[src/rtl/pq_pkg.sv]
package pq_pkg;
    localparam int          BYTE_W    = 8;
    localparam logic [7:0]  GF_REDUCE = 8'h1D;   // x^8 = x^4+x^3+x^2+1
endpackage

[src/rtl/pq_gf_double.sv]
// Multiplies every byte lane by 2 in GF(2^8).
module pq_gf_double #(
    parameter  int LANES = 32,
    localparam int W     = LANES * pq_pkg::BYTE_W
) (
    input  logic [W-1:0] din,
    output logic [W-1:0] dout
);
    localparam int BW = pq_pkg::BYTE_W;

    for (genvar l = 0; l < LANES; l++) begin : g_lane
        logic [BW-1:0] byte_in;
        logic [BW-1:0] fold;
        assign byte_in = din[l*BW +: BW];
        // sign of the byte selects the reduction constant
        assign fold    = {BW{byte_in[BW-1]}} & pq_pkg::GF_REDUCE;
        assign dout[l*BW +: BW] = {byte_in[BW-2:0], 1'b0} ^ fold;
    end
endmodule

[src/rtl/pq_accum_step.sv]
// One Horner step: P' = P ^ D, Q' = 2*Q ^ D. A restart zeroes the old sums.
module pq_accum_step #(
    parameter  int LANES = 32,
    localparam int W     = LANES * pq_pkg::BYTE_W
) (
    input  logic [W-1:0] p_acc,
    input  logic [W-1:0] q_acc,
    input  logic [W-1:0] data,
    input  logic         restart,
    output logic [W-1:0] p_nxt,
    output logic [W-1:0] q_nxt
);
    logic [W-1:0] p_base;
    logic [W-1:0] q_base;
    logic [W-1:0] q_dbl;

    assign p_base = restart ? '0 : p_acc;
    assign q_base = restart ? '0 : q_acc;

    pq_gf_double #(.LANES(LANES)) i_dbl (
        .din  (q_base),
        .dout (q_dbl)
    );

    assign p_nxt = p_base ^ data;
    assign q_nxt = q_dbl  ^ data;
endmodule

[src/rtl/pq_syndrome_gen.sv]
module pq_syndrome_gen #(
    parameter  int LANES = 32,
    localparam int W     = LANES * pq_pkg::BYTE_W
) (
    input  logic         clk,
    input  logic         rst_n,
    input  logic         in_valid,
    output logic         in_ready,
    input  logic [W-1:0] in_data,
    input  logic         in_first,
    input  logic         in_last,
    output logic         out_valid,
    output logic [W-1:0] out_p,
    output logic [W-1:0] out_q
);
    typedef struct packed {
        logic         rdy;
        logic [W-1:0] p_acc;
        logic [W-1:0] q_acc;
        logic         vld;
        logic [W-1:0] p_res;
        logic [W-1:0] q_res;
    } state_t;

    state_t st_d, st_q;

    logic         beat_ok;
    logic [W-1:0] p_step;
    logic [W-1:0] q_step;

    assign beat_ok = in_valid & st_q.rdy;

    pq_accum_step #(.LANES(LANES)) i_step (
        .p_acc   (st_q.p_acc),
        .q_acc   (st_q.q_acc),
        .data    (in_data),
        .restart (in_first),
        .p_nxt   (p_step),
        .q_nxt   (q_step)
    );

    always_comb begin
        st_d     = st_q;
        st_d.rdy = 1'b1;
        st_d.vld = 1'b0;
        if (beat_ok) begin
            if (in_last) begin
                st_d.p_res = p_step;
                st_d.q_res = q_step;
                st_d.vld   = 1'b1;
                st_d.p_acc = '0;
                st_d.q_acc = '0;
            end else begin
                st_d.p_acc = p_step;
                st_d.q_acc = q_step;
            end
        end
    end

    always_ff @(posedge clk or negedge rst_n) begin
        if (!rst_n) begin
            st_q <= '0;
        end else begin
            st_q <= st_d;
        end
    end

    assign in_ready  = st_q.rdy;
    assign out_valid = st_q.vld;
    assign out_p     = st_q.p_res;
    assign out_q     = st_q.q_res;
endmodule

[config.mk]
export PLATFORM = sky130hd
export DESIGN_NAME = pq_syndrome_gen
export DESIGN_NICKNAME = d
export VERILOG_FILES = /design/src/rtl/pq_pkg.sv /design/src/rtl/pq_gf_double.sv /design/src/rtl/pq_accum_step.sv /design/src/rtl/pq_syndrome_gen.sv
export SDC_FILE = /design/constraint.sdc
export NUM_CORES = 2
export LEC_CHECK = 0
export ABC_AREA = 1
export BUFFER_PORTS_ARGS = -buffer_cell sky130_fd_sc_hd__buf_2
export CAP_MARGIN = 10
export CORE_AREA = 2 2 302 304
export CTS_CLUSTER_DIAMETER = 80
export DETAILED_ROUTE_END_ITERATION = 7
export DIE_AREA = 0 0 304 306
export PLACE_DENSITY_LB_ADDON = 0.1
export SLEW_MARGIN = 20
export SYNTH_ARGS = -nofsm -noshare
export SYNTH_HDL_FRONTEND = slang
export SYNTH_SLANG_ARGS = --single-unit
[constraint.sdc]
create_clock -name clk -period 2 [get_ports clk]
set_clock_uncertainty 0.05 [all_clocks]
set_input_delay 0.4 -clock clk [delete_from_list [all_inputs] [get_ports clk]]
set_output_delay 0.4 -clock clk [all_outputs]
set_load 0.05 [all_outputs]
==> flow_metrics.env <==
export IMPL_fin_nets=7182
export IMPL_core_um2=89600
export IMPL_area_delta_synth_final_pct=21.8
export IMPL_cts_tree="built"
export IMPL_grt_max_degree=150
export IMPL_grt_first_pass_wirelength_mm=228
export IMPL_tightest_slew_ns=0.961
export IMPL_p_leak_nw=32.7
export IMPL_synth_flop_cell="dfrtp_1"
export IMPL_synth_top_family_by_area="simple AND/OR/NAND/NOR gates"
export IMPL_ff2ff_path_depth=6
export IMPL_cp_top_family="flip-flops"
export IMPL_cts_resized=0
export IMPL_slew_headroom=0.360
export IMPL_syn_nets=6385
export IMPL_io_pin_count=775
export IMPL_yosysSeqAreaShare=0.539
export IMPL_min_period_ns=1.92
export IMPL_overflow=0
export IMPL_grt_util_all_layers=0.309
export IMPL_hp_class="primary input to flip-flop"
export IMPL_rows=110
export IMPL_ant_nets=0
export IMPL_yosysWarnings=0
export IMPL_synth_fa_ha_area_frac=0
export IMPL_hold_depth=5
export IMPL_holdBufCountCts=50
export IMPL_die_w_um=304
export IMPL_cp_required_ns=1.55
export IMPL_drt_iter0_drc=3377
export IMPL_synth_xor_xnor_area_share=0.0765
export IMPL_antenna_found_initial=15
export IMPL_drv_slew=0
export IMPL_htreeDepth=3
export IMPL_synth_edf_count=0
export IMPL_hpwlAfterDp_mm=102
export IMPL_synth_area_um2=47600
export IMPL_setup_viol=0
export IMPL_start_util=0.531
export IMPL_synthMuxAreaShare=0
export IMPL_synth_compound_area_frac=0.00673
export IMPL_startpoint_type="flip-flop"
export IMPL_status="finished clean"
export IMPL_fin_crit_sh=0.960
export IMPL_wl_per_cell_um=17.7
export IMPL_synth_simple_area_share=0.318
export IMPL_setup_tns_ns=0
export IMPL_gp_congestion=0.875
export IMPL_yosysTopAreaCellShare=0.539
export IMPL_io_buffers=774
export IMPL_worstPathArrival_ns=1.47
export IMPL_path_cells="buf_2"
export IMPL_cpPeakStageDelay_ns=0.47
export IMPL_first_pass_iters=5
export IMPL_die_area_um2=93000
export IMPL_synth_cells=6124
export IMPL_critPathKind="flip-flop to output port"
export IMPL_clock_latency_ns=0.68
export IMPL_numCtsBuffers=110
export IMPL_rsz0062_at_grt="false"
export IMPL_num_vias=41613
export IMPL_viasPerCell=5.07
export IMPL_clk_pin_slew_ns=0.06
export IMPL_maxCapViolCount=0
export IMPL_synth_cell_types=17
export IMPL_async_flop_share=1.00
export IMPL_crit_buf_inv=1
export IMPL_max_freq_ghz=0.521
export IMPL_critPathCaptureType="output port"
export IMPL_drt_total_wl_mm=145
export IMPL_synth_seq_cells=1026
export IMPL_worst_path_stages=1
export IMPL_yosys_top_cells_count="nand2_1, dfrtp_1, xor2_1, inv_1, buf_2"
export IMPL_drive_above_1_share=0.160
export IMPL_post_route_drc_count=0
export IMPL_first_global_vias=41000
export IMPL_hold_violations=0
export IMPL_finalPower_mw=65.5
export IMPL_crit_path_top_delay_cell="dfrtp_1"
export IMPL_power_density_nw_per_um2=1130
export IMPL_synth_area_leaders="dfrtp_1, nand2_1, xor2_1"
export IMPL_root_buffer="clkbuf_16"
export IMPL_clk_path_buf_depth=3
export IMPL_post_cts_buffers=0
export IMPL_ir_worst_vdd_mv=0.937
export IMPL_cts_sinks=1026
export IMPL_die_h_um=306
export IMPL_yosysTopAreaCell="dfrtp_1"
export IMPL_synth_most_common_cell="nand2_1"
export IMPL_avgSynthCellArea_um2=7.77
export IMPL_crit_fanout=2
## worst paths after layout
kind / end / slack [ns] / start
max in group asynchronous: out_p[32] / 0.84 / rst_n
setup reg to reg: out_p[36] / 0.25 / in_ready
hold reg to reg: out_p[44] / 0.42 / out_p[44]
hold / removal: out_q[154] / 0.04 / in_data[154]
setup / recovery: out_q[10] / 0.08 / out_q[10]
min in group asynchronous: out_p[180] / 0.14 / rst_n
## stage by stage
stage               hold WS [ns]  worst slack [ns]  cell area [µm²]  utilization  std cells
floorplan                 0.0544             0.236            47600            -       6124
global placement           0.268             0.174            53600        0.599       7935
detailed placement         0.267             0.158            53600        0.599       7935
CTS                     0.000720            0.0229            57900        0.647       8192
global route              0.0455            0.0462            58000        0.647       8201
finish                    0.0361            0.0799            58000        0.647       8203
## metal layers
layer  vias up  global-route usage  routed length [µm]
met4        10               0.169                7910
met2      1364               0.488               67500
met5         -                   0                  59
met1     19977               0.407               59900
met3       333              0.0563                9590
li1      19929                   -                   -
## where the power goes
| part | total [mW] | switching, mW | internal (mW) |
|---|---|---|---|
| combinational | 17.8 | 13.5 | 4.35 |
| clock | 21.3 | 8.62 | 12.7 |
| sequential | 26.4 | 2.35 | 24.1 |
| total | 65.5 | 24.4 | 41.1 |
## flip-flops by register name, summed over array words and instances (netlist names)
register and flops:
st_q 512, in_ready 1, out_valid 1, out_q 256, out_p 256
## cell families (layout without fill, tap and decap cells)
logic type / Yosys count / in the layout
and+or+nand+nor: 3939 / 3939
DFF: 1026 / 1026
buffers and inverters: 678 / 1570
other: 1 / 12
AOI/OAI and AO/OA: 64 / 64
xor gates and xnor gates: 416 / 416
## cell type report
| cell class | count | area (µm²) |
|---|---|---|
| tap | 1176 | 1470 |
| multi-input combinational | 4420 | 19100 |
| inverter | 388 | 1470 |
| antenna | 11 | 27.5 |
| sequential | 1026 | 25700 |
| clock buffer | 158 | 3250 |
| fill | 7788 | 31600 |
| clock inverter | 49 | 563 |
| timing repair buffer | 975 | 6370 |
## placed cells by master, fill, tap and decap left out, drive strengths merged
| cell | n |
|---|---|
| clkinv | 31 |
| clkinvlp | 5 |
| dlygate4sd3 | 50 |
| bufinv | 11 |
| o21ai | 64 |
| conb | 1 |
| dfrtp | 1026 |
| inv | 390 |
| xor2 | 416 |
| nand4 | 96 |
| nor2 | 2 |
| clkbuf | 158 |
| nand2 | 3745 |
| buf | 925 |
| nand3 | 96 |
| diode | 11 |
Power figures use the tool's default switching activity.
